===== src/rtl/irq_share_pkg.sv =====
package irq_share_pkg;
  localparam int DATA_W  = 8;
  localparam int ADDR_W  = 12;
  localparam int N_LINES = 2;

  typedef enum logic [1:0] {
    ACC_NONE = 2'd0,
    ACC_SEL  = 2'd1,
    ACC_CTL  = 2'd2
  } acc_e;

  function automatic acc_e decode_acc(input logic [ADDR_W-1:0] a,
                                      input logic [ADDR_W-1:0] sel_a,
                                      input logic [ADDR_W-1:0] ctl_a);
    if (a == sel_a)      return ACC_SEL;
    else if (a == ctl_a) return ACC_CTL;
    else                 return ACC_NONE;
  endfunction
endpackage


===== src/rtl/irq_share_regs.sv =====
module irq_share_regs
  import irq_share_pkg::*;
#(
  parameter int                  LINES    = N_LINES,
  parameter logic [ADDR_W-1:0]   SEL_ADDR = 12'hFCE,
  parameter logic [ADDR_W-1:0]   CTL_ADDR = 12'hFCF
) (
  input  logic              clk,
  input  logic              rst,
  input  logic              wr_en,
  input  logic              rd_en,
  input  logic [ADDR_W-1:0] addr,
  input  logic [DATA_W-1:0] wr_data,
  input  logic              ei_stb,
  input  logic              di_stb,
  input  logic              reti_stb,
  input  logic              ack_any,
  output logic [LINES-1:0]  sel_o,
  output logic              gie_o,
  output logic [DATA_W-1:0] rd_data
);
  localparam int TOP = DATA_W - 1;
  localparam int RSV = DATA_W - LINES;

  acc_e             acc;
  logic [LINES-1:0] sel_q;
  logic             gie_q;
  logic             wr_sel, wr_ctl;
  logic             gie_clr, gie_set;
  logic [DATA_W-1:0] sel_view, ctl_view;
  logic [RSV-2:0]    wdata_unused;

  assign acc     = decode_acc(addr, SEL_ADDR, CTL_ADDR);
  assign wr_sel  = wr_en && (acc == ACC_SEL);
  assign wr_ctl  = wr_en && (acc == ACC_CTL);
  assign gie_clr = di_stb || ack_any || (wr_ctl && !wr_data[TOP]);
  assign gie_set = ei_stb || reti_stb || (wr_ctl && wr_data[TOP]);
  assign wdata_unused = wr_data[RSV-2:0];

  always_comb begin
    sel_view = '0;
    for (int i = 0; i < LINES; i++) sel_view[TOP-i] = sel_q[i];
    ctl_view      = '0;
    ctl_view[TOP] = gie_q;
  end

  always_ff @(posedge clk) begin
    if (rst) begin
      sel_q <= '0;
    end else if (wr_sel) begin
      for (int i = 0; i < LINES; i++) sel_q[i] <= wr_data[TOP-i];
    end
  end

  always_ff @(posedge clk) begin
    if (rst)          gie_q <= 1'b0;
    else if (gie_clr) gie_q <= 1'b0;
    else if (gie_set) gie_q <= 1'b1;
  end

  always_ff @(posedge clk) begin
    if (rst) begin
      rd_data <= '0;
    end else if (rd_en) begin
      unique case (acc)
        ACC_SEL: rd_data <= sel_view;
        ACC_CTL: rd_data <= ctl_view;
        default: rd_data <= '0;
      endcase
    end
  end

  assign sel_o = sel_q;
  assign gie_o = gie_q;

  a_r8_clear_wins: assert property (@(posedge clk) disable iff (rst)
    (di_stb || ack_any) |=> !gie_o);
  a_r6_set_enable: assert property (@(posedge clk) disable iff (rst)
    ((ei_stb || reti_stb) && !di_stb && !ack_any && !wr_ctl) |=> gie_o);
  a_r7_write_zero: assert property (@(posedge clk) disable iff (rst)
    (wr_ctl && !wr_data[TOP]) |=> !gie_o);
  a_r11_reserved_zero: assert property (@(posedge clk) disable iff (rst)
    rd_en |=> (rd_data[RSV-1:0] == '0));
endmodule


===== src/rtl/irq_share_edge.sv =====
module irq_share_edge (
  input  logic clk,
  input  logic rst,
  input  logic pin_src,
  input  logic alt_src,
  input  logic use_alt,
  input  logic ack,
  input  logic gie,
  output logic req
);
  logic cur, prev_q, pend_q, rise;

  assign cur  = use_alt ? alt_src : pin_src;
  assign rise = cur && !prev_q;

  always_ff @(posedge clk) begin
    if (rst) begin
      prev_q <= 1'b0;
      pend_q <= 1'b0;
      req    <= 1'b0;
    end else begin
      prev_q <= cur;
      if (ack)       pend_q <= 1'b0;
      else if (rise) pend_q <= 1'b1;
      req <= pend_q && gie;
    end
  end

  a_r10_hold: assert property (@(posedge clk) disable iff (rst)
    (pend_q && !ack) |=> pend_q);
  a_r10_ack_clears: assert property (@(posedge clk) disable iff (rst)
    ack |=> !pend_q);
  a_r3_rise_sets: assert property (@(posedge clk) disable iff (rst)
    (cur && !prev_q && !ack) |=> pend_q);
  a_r9_gate: assert property (@(posedge clk) disable iff (rst)
    !gie |=> !req);
endmodule


===== src/rtl/irq_share_front.sv =====
module irq_share_front
  import irq_share_pkg::*;
(
  input  logic              clk,
  input  logic              rst,
  input  logic              wr_en,
  input  logic              rd_en,
  input  logic [ADDR_W-1:0] addr,
  input  logic [DATA_W-1:0] wr_data,
  output logic [DATA_W-1:0] rd_data,
  input  logic              pin_a,
  input  logic              lvd_flag,
  input  logic              pin_b,
  input  logic              cmp_flag,
  input  logic              ei_stb,
  input  logic              di_stb,
  input  logic              reti_stb,
  input  logic [N_LINES-1:0] ack,
  output logic [N_LINES-1:0] irq_req,
  output logic              irq_en
);
  logic [N_LINES-1:0] sel;
  logic [N_LINES-1:0] pin_v, alt_v;
  logic               gie;

  assign pin_v  = {pin_b, pin_a};
  assign alt_v  = {cmp_flag, lvd_flag};
  assign irq_en = gie;

  irq_share_regs #(
    .LINES(N_LINES), .SEL_ADDR(12'hFCE), .CTL_ADDR(12'hFCF)
  ) u_regs (
    .clk(clk), .rst(rst), .wr_en(wr_en), .rd_en(rd_en), .addr(addr),
    .wr_data(wr_data), .ei_stb(ei_stb), .di_stb(di_stb),
    .reti_stb(reti_stb), .ack_any(|ack), .sel_o(sel), .gie_o(gie),
    .rd_data(rd_data)
  );

  for (genvar g = 0; g < N_LINES; g++) begin : g_line
    irq_share_edge u_edge (
      .clk(clk), .rst(rst), .pin_src(pin_v[g]), .alt_src(alt_v[g]),
      .use_alt(sel[g]), .ack(ack[g]), .gie(gie), .req(irq_req[g])
    );
  end
endmodule


===== config.mk =====
export PLATFORM = sky130hd
export DESIGN_NAME = irq_share_front
export DESIGN_NICKNAME = d
export VERILOG_FILES = /design/src/rtl/irq_share_pkg.sv /design/src/rtl/irq_share_regs.sv /design/src/rtl/irq_share_edge.sv /design/src/rtl/irq_share_front.sv
export SDC_FILE = /design/constraint.sdc
export NUM_CORES = 1
export LEC_CHECK = 0
export BUFFER_PORTS_ARGS = -buffer_cell sky130_fd_sc_hd__buf_2
export CORE_MARGIN = 3
export CORE_UTILIZATION = 35
export CTS_CLUSTER_SIZE = 10
export DETAILED_ROUTE_END_ITERATION = 10
export GPL_TIMING_DRIVEN = 0
export HOLD_SLACK_MARGIN = 0.06
export PLACE_DENSITY = 0.78
export SYNTH_ARGS = -nofsm -noshare
export SYNTH_HDL_FRONTEND = slang
export SYNTH_SLANG_ARGS = --single-unit
export TNS_END_PERCENT = 20

===== constraint.sdc =====
create_clock -name clk -period 1.6 [get_ports clk]
set_input_delay 0.08 -clock clk [delete_from_list [all_inputs] [get_ports clk]]
set_output_delay 0.08 -clock clk [all_outputs]
set_load 0.02 [all_outputs]

## Word-level counts from Yosys, hierarchy flattened

Cells that the tools add are included.

| storage, ports and cells | value |
|---|---|
| register bits after elaboration | 17 |
| input port bits | 33 |
| word-level logic and storage cells | 37 |

| operators by class | value |
|---|---|
| equal/unequal tests | 4 |
| mux-type cells | 5 |
| reduce and logical (&&, ||, !) cells | 19 |

Operators by type and width:

| cell | count |
|---|---|
| $eq A12 B12 Y1 const B | 2 |
| $pmux W8 S2 | 1 |
| $logic_and A1 B1 Y1 | 8 |
| $reduce_or A2 Y1 | 4 |
| $logic_or A1 B1 Y1 | 4 |
| $mux W2 | 2 |
| $logic_not A1 Y1 | 3 |
| $eq A2 B1 Y1 const B | 1 |
| $eq A2 B2 Y1 const B | 1 |
| $mux W1 | 2 |

## Depth between registers and ports, before layout

Gate-level depths: netlist of run 1.

| depth | value |
|---|---|
| depth after elaboration | 8 |
| mapped depth | 4 |
| depth with buffers taken out | 4 |

## By module

From an unflattened synthesis of run 1, not the netlist that was laid out.

| second synthesis, totals | value |
|---|---|
| cells, all modules | 56 |
| area, all modules | 530.5 um^2 |

Modules (own cells, without submodules):

| module | instances | cells each | area each (um^2) | sequential area each (um^2) |
|---|---|---|---|---|
| irq_share_regs | 1 | 37 | 326.6 | 100.1 |
| irq_share_edge | 2 | 9 | 98.8 | 60.1 |
| irq_share_front | 1 | 1 | 6.3 | 0.0 |

## Worst setup path after synthesis of run 1

No wires, ideal clock.

| path | value |
|---|---|
| kind | in2reg |
| from | in addr[4] |
| to | reg u_regs.rd_data[7] |
| setup time | 70 ps |
| data arrival time | 1,216 ps |
| required time | 1,530 ps |
| slack | 314 ps |
| stages on the path | 4 |
| path through | nand4b_1 > or4_4 > or3b_1 > a21oi_1 |

| on the way | value |
|---|---|
| word-level cells in the longest chain between the ends | 5 |

RTL lines:

| element | line | text |
|---|---|---|
| from (decl) | irq_share_front.sv:8 | `input logic [ADDR_W-1:0] addr,` |
| $eq A12 B12 Y1 | irq_share_pkg.sv:16 | `else if (a == ctl_a) return ACC_CTL;` |
| $mux W2 | irq_share_pkg.sv:16 |  |
| $mux W2 * | irq_share_pkg.sv:15 | `if (a == sel_a) return ACC_SEL;` |
| $eq A2 B2 Y1 or $eq A2 B1 Y1 (tied branches) | irq_share_regs.sv:65 | `unique case (acc)` |
| $pmux W8 S2 * | irq_share_regs.sv:65 |  |
| to (signal assigned) | irq_share_regs.sv:66 | `ACC_SEL: rd_data <= sel_view;` |
| to (signal assigned) | irq_share_regs.sv:67 | `ACC_CTL: rd_data <= ctl_view;` |
| to (decl) | irq_share_regs.sv:20 | `output logic [DATA_W-1:0] rd_data` |

Every way passes the cells marked *; elsewhere a longest branch is shown, timed or not.
A chain may end at the register's enable or synchronous reset.

## Worst setup path after layout of run 1

Same ends and word-level chain as after synthesis.

==> flow_summary.yaml, run 1 <==
floorplan:
  io_pins: 44
  core_area_um2: 1350
  fp.dieArea_um2: 1990
  rows: 13
  fp.dieH_um: 44.6
  die_x_um: 44.6
  initial_core_util: 0.386
setup_path:
  critical_path_arrival_ps: 1360
  r2r_slack_ps: 570
  cp_data_required_time_ps: 1800
  cp_slowest_cell: "or4_4"
  cp_cell_sequence: "buf_2 -> nand4b_1 -> or4_4 -> or3b_1 -> a21oi_1"
  r2r_start: "u_regs.gie_o"
  critPathMaxStageDelay_ps: 520
  crit_buf_inv: 1
  endpoint_kind: "flip-flop"
  crit_fanout: 4
  start_kind: "primary input"
  crit_family: "simple AND/OR/NAND/NOR gates"
  critPathKind: "in2reg"
  rr_worst_depth: 3
  rr_endpoint: "u_regs.rd_data[7]"
layout:
  finalNetCount: 134
  drive_above_1_share: 0.450
  regArea_um2: 220
  multi_input_area_um2: 240
  num_antenna_cells: 0
  area_growth_pct: 47.8
  fill_cells: 129
logic_synthesis:
  synth_mux_area_frac: 0.0962
  async_reset_ff_frac: 0
  avgSynthCellArea_um2: 9.13
  yosysWarnings: 0
  synth_most_common_cell: "dfxtp_1"
  synthTopCellsByArea: "dfxtp_1 42%, buf_4 12%, mux2i_1 9.6%, nor2_1 5.8%, nand4b_1 3.4%"
  synth_cell_types: 21
  synth-edff-count: 0
  ys_ff_latch: 11
  synth-simple-area-share: 0.255
  synth_compound_area_frac: 0.0673
  synth_commonest_cells: "11 x dfxtp_1, 8 x buf_4, 8 x nor2_1"
  synthXorXnorAreaFrac: 0
  netlist_area_um2: 520
  synth_fa_ha_area_frac: 0
  synth.top_cell.area_share: 0.423
  ys.flop_type: "dfxtp_1"
  synth_top_family_by_area: "simple AND/OR/NAND/NOR gates"
  postSynthCellCount: 57
  yosys.area.top_type: "dfxtp_1"
  ys_seq_area_frac: 0.423
power:
  p_leak_nw: 0.381
  power.density_nw_per_um2: 721
  ir_worst_vdd_uv: 297
  internal_power_mw: 0.425
  combPwrFrac: 0.162
  p_sw_mw: 0.130
  seqPwrFrac: 0.508
  power_frac_clock: 0.330
  switching_share: 0.235
clocking:
  htree_levels: 1
  ctsHoldBuffers: 3
  cts_made_buffers: 3
  clock-sinks: 11
  cts_root_buf: "clkbuf_4"
  postCtsSetupBuffers: 0
  insertion_delay_ps: 260
  clock_tree.buffer_depth: 2
  cts_resized: 0
  path_clk_slew_ps: 70
  tritoncts: "done"
routing:
  met2WireLength_um: 597
  wl_met1_um: 436
  dr_wl_met3_um: 101
  dr.pass1.iters: 3
  drt-total-wl_mm: 1.13
  drc_errors: 0
  wl_per_cell_um: 9.86
  drt-initial-drc-count: 10
  vias: 524
  maxUsedRoutingLayer: "met3"
  avgViaCountPerCell: 4.56
  postRouteAntennaNets: 0
global_route:
  grt_max_degree: 11
  antenna_found_initial: 0
  grt_pass1_vias: 424
  track_usage: 0.124
  grt_pass1_wl_mm: 1.76
  grt.overflow.total: 0
placement:
  gp_congestion: 0.708
  port_buffers: 31
  pre_cts_ws_ps: 163
sta:
  slew-limit-headroom: 0.658
  fin_crit_sh: 0.729
  hold_viol: 0
  timing.final.ws_setup_ps: 434
  slew_viol_final: 0
  period_needed_ps: 1170
  worst_pin_slew_ps: 508
  fin_tns_setup_ps: 0
  fmax_ghz: 0.858
  rsz0062_at_grt: "false"
  skew_ps: 2.36
  setup_violations: 0
run:
  cap_violations: 0
outcome:
  run_status: "complete, no violations"
worst_hold_path:
  hold_depth: 2
  whs_endpoint: "u_regs.rd_data[6]"
  hp-class: "in2reg"
  hp-start: "rd_en"
cell type report:
type | count | share of cell area
multi-input cells | 40 | 0.312
flip-flops and latches | 11 | 0.286
repair buffers | 34 | 0.241
plain buffers | 9 | 0.0927
clock buffers | 4 | 0.0341
well taps | 15 | 0.0244
inverters | 2 | 0.00976
per-layer routing:
layer,global-route usage,vias to the layer above
met5,0,-
met4,0.0542,0
met3,0.0488,0
met2,0.206,17
met1,0.139,233
li1,-,274
how the worst max path moves through the flow:
stage                                    to  slack [ps]  startpoint  cells after the start
final                     u_regs.rd_data[7]         430     addr[4]                      5
after global routing      u_regs.rd_data[7]         400     addr[4]                      5
after CTS                 u_regs.rd_data[7]         440     addr[4]                      5
after detailed placement  u_regs.rd_data[7]         160     addr[4]                      5
after global placement    u_regs.rd_data[7]         170     addr[4]                      5
after floorplan           u_regs.rd_data[7]         310     addr[4]                      4
sequential cells by signal, summed over array words and instances, names as in the netlist:
name / flops
g_line.u_edge.pend_q: 2
g_line.u_edge.prev_q: 2
g_line.u_edge.req: 2
u_regs.rd_data: 2
u_regs.sel_o: 2
u_regs.gie_o: 1
placed cells by master, fill, tap and decap left out:
cell type / Yosys / final
buf_2: 0 / 31
dfxtp_1: 11 / 11
nor2_1: 8 / 8
buf_4: 8 / 8
conb_1: 1 / 6
mux2i_1: 5 / 5
nor3_1: 3 / 3
clkbuf_4: 0 / 3
dlygate4sd3_1: 0 / 3
nand4b_1: 2 / 2
nor4_1: 2 / 2
inv_1: 2 / 2
a21oi_1: 2 / 2
and3_1: 2 / 2
nand2_1: 2 / 2
buf_6: 1 / 1
nand4_1: 1 / 1
or4_4: 1 / 1
nand3_1: 1 / 1
o32ai_1: 1 / 1
nand2b_1: 1 / 1
or3b_1: 1 / 1
o21ai_0: 1 / 1
o311a_2: 1 / 1
clkbuf_1: 0 / 1
stage by stage:
stage | power [mW] | hold WS (ps) | area, um^2 | util | std cells
2_1_floorplan | 0.333 | 152 | 539 | - | 62
5_1_grt | 0.588 | 70.6 | 769 | 0.570 | 115
6_report | 0.555 | 66.3 | 769 | 0.570 | 115
3_5_place_dp | 0.372 | 259 | 713 | 0.528 | 108
3_3_place_gp | 0.370 | 258 | 713 | 0.528 | 108
4_1_cts | 0.563 | 63.5 | 769 | 0.570 | 115
power by group through the flow:
stage | Clock [mW] | Sequential [mW] | Combinational [mW]
finish | 0.183 | 0.282 | 0.0897
global route | 0.206 | 0.283 | 0.0993
CTS | 0.191 | 0.282 | 0.0895
detailed placement | 0 | 0.288 | 0.0837
global placement | 0 | 0.288 | 0.0824
floorplan | 0 | 0.288 | 0.0442
logic make-up after synthesis:
logic type / count (synthesis)
AO/OA/AOI/OAI: 5
buffers and inverters: 11
flip-flops: 11
multiplexers: 5
other: 1
AND/OR/NAND/NOR: 24
(Power assumes the default switching activity.)
==> run 2, diff against run 1 <==
Settings changed: ABC_AREA set to 1, PLACE_DENSITY 0.78 to 0.76.
Clock period 1.6 ns to 1.05 ns, I/O delays scaled along.
==> run 2 against run 1 <==
Design area grew 20%. Cell count grew 43%. Combinational power grew 110%. Die area grew 21%. Non-clock buffer count grew 1. Utilization grew 0.15 points. Clock power grew 54%. Via count grew 35%. Largest power group unchanged. Highest routed layer unchanged.
==> flow_summary.yaml, run 2 <==
clocking:
  path_clk_slew_ps: 70
  htree_levels: 1
  cts_resized: 0
  cts_made_buffers: 3
  tritoncts: "done"
  cts_root_buf: "clkbuf_4"
  postCtsSetupBuffers: 0
  clock_tree.buffer_depth: 2
  insertion_delay_ps: 260
  clock-sinks: 11
sta:
  whs_ps: 72.7
  rsz0062_at_grt: "false"
  fmax_ghz: 1.06
  skew_ps: 0.416
  hold_viol: 0
  timing.final.ws_setup_ps: 109
  period_needed_ps: 941
  slew_viol_final: 0
  setup_violations: 0
  fin_tns_setup_ps: 0
  fin_crit_sh: 0.896
setup_path:
  path_depth: 1
  crit_buf_inv: 1
  crit_fanout: 5
  r2r_slack_ps: 160
  start_kind: "flip-flop"
  critPathKind: "reg2out"
  cp_cell_sequence: "buf_2"
  rr_worst_depth: 4
  critPathMaxStageDelay_ps: 420
  endpoint_kind: "primary output"
  critical_path_arrival_ps: 890
  crit_family: "flip-flops"
  cp_data_required_time_ps: 1000
  cp_slowest_cell: "dfxtp_1"
outcome:
  run_status: "complete, no violations"
layout:
  area_growth_pct: 42.6
  num_antenna_cells: 0
  final_cell_mix: "31 x buf_2, 18 x nor2_1, 14 x inv_1, 14 x nand2_1, 11 x dfxtp_1"
  final_common_cell: "buf_2"
  fill_cells: 172
  drive_above_1_share: 0.379
  finalNetCount: 174
logic_synthesis:
  yosys.area.top_type: "dfxtp_1"
  synth_commonest_cells: "18 x nor2_1, 14 x inv_1, 14 x nand2_1"
  avgSynthCellArea_um2: 6.73
  postSynthCellCount: 96
  synth.top_cell.area_share: 0.341
  ys.flop_type: "dfxtp_1"
  synthTopCellsByArea: "dfxtp_1 34%, nor2_1 10%, buf_4 9.3%, inv_1 8.1%, nand2_1 8.1%"
  yosysWarnings: 0
  synth-edff-count: 0
  netlist_area_um2: 646
  synth_most_common_cell: "nor2_1"
  async_reset_ff_frac: 0
  ys_seq_area_frac: 0.341
  synth_cell_types: 18
  ys_ff_latch: 11
global_route:
  grt_pass1_wl_mm: 2.64
  track_usage: 0.139
  grt.overflow.total: 0
  antenna_found_initial: 0
  grt_max_degree: 10
  grt_pass1_vias: 686
floorplan:
  fp.dieH_um: 49.0
  core_area_um2: 1610
  die_x_um: 49.0
  io_pins: 44
  initial_core_util: 0.401
  fp.dieArea_um2: 2400
  rows: 14
routing:
  drc_errors: 0
  dr.pass1.iters: 4
  postRouteAntennaNets: 0
  drt-total-wl_mm: 1.51
  wl_per_cell_um: 9.22
  vias: 705
  avgViaCountPerCell: 4.30
  drt-initial-drc-count: 14
worst_hold_path:
  hp-class: "in2reg"
  hold_depth: 3
power:
  p_sw_mw: 0.239
  power.density_nw_per_um2: 983
  ir_worst_vdd_uv: 665
  power_frac_clock: 0.310
  p_leak_nw: 0.477
  combPwrFrac: 0.209
  seqPwrFrac: 0.481
  internal_power_mw: 0.665
  switching_share: 0.265
placement:
  gp_congestion: 0.752
  dp_hpwl_mm: 1.27
  pre_cts_ws_ps: 171
  port_buffers: 30
run:
  cap_violations: 0
[run 2: cell types whose count changed in the layout (fill, tap and decap cells not counted), moves of 4 or more]
| cell | delta |
|---|---|
| nand4_1 | +5 |
| nand2_1 | +12 |
| nor2_1 | +10 |
| inv_1 | +12 |
| mux2i_1 | -5 |
| nand2_2 | +4 |
| nor2_2 | +4 |
[run 2: cell type report]
class,instances,area (um^2),area share
multi-input combinational,67,327,0.355
sequential,11,220,0.239
timing repair buffer,35,200,0.217
buffer,9,65.1,0.0707
inverter,14,52.6,0.0571
tap,24,30.0,0.0326
clock buffer,4,26.3,0.0285
[run 2: path summary, 6_finish.rpt]
| path | to | start |
|---|---|---|
| max | irq_en | u_regs.gie_o |
| min | g_line[1].u_edge.prev_q | pin_b |
| min reg2reg | g_line[1].u_edge.req | g_line[1].u_edge.pend_q |
| max reg2reg | g_line[0].u_edge.pend_q | u_regs.sel_o[0] |
[run 2: what timing repair did]
| item | in CTS | in global routing |
|---|---|---|
| hold buffers | 5 | 0 |
| endpoints found under the setup margin | 0 | 0 |
| endpoints found under the hold margin | 5 | 0 |
[run 2: metrics by stage]
stage / instance area (um^2) / util / std cells / power [mW]
after global routing: 921 / 0.571 / 164 / 0.975
after floorplan: 664 / - / 101 / 0.549
final: 921 / 0.571 / 164 / 0.905
after CTS: 921 / 0.571 / 164 / 0.923
after detailed placement: 845 / 0.524 / 155 / 0.619
after global placement: 845 / 0.524 / 155 / 0.614
[run 2: power by group through the flow]
stage	Combinational [mW]	Sequential, mW	Clock, mW
after detailed placement	0.174	0.445	0
after global routing	0.212	0.436	0.326
after floorplan	0.0995	0.449	0
after global placement	0.170	0.444	0
final	0.189	0.435	0.281
after CTS	0.189	0.435	0.298
[run 2: cell families (layout without fill, tap and decap cells)]
logic type             count (synthesis)  count (layout)  synth area share
AND/OR/NAND/NOR                       56              56             0.428
AO/OA/AOI/OAI                          5               5            0.0426
flip-flops                            11              11             0.341
other                                  1               6           0.00581
buffers and inverters                 23              62             0.182
[run 2: per-layer routing]
metal | global-route usage | wire length [um]
met1 | 0.135 | 568
met2 | 0.269 | 825
met3 | 0.0612 | 118
met4 | 0.0284 | 0
met5 | 0 | 0
[run 2: tightest hold or removal path, stage by stage]
cell and delay [ps]:
buf_2 70, o21ai_0 80, nor2_1 90
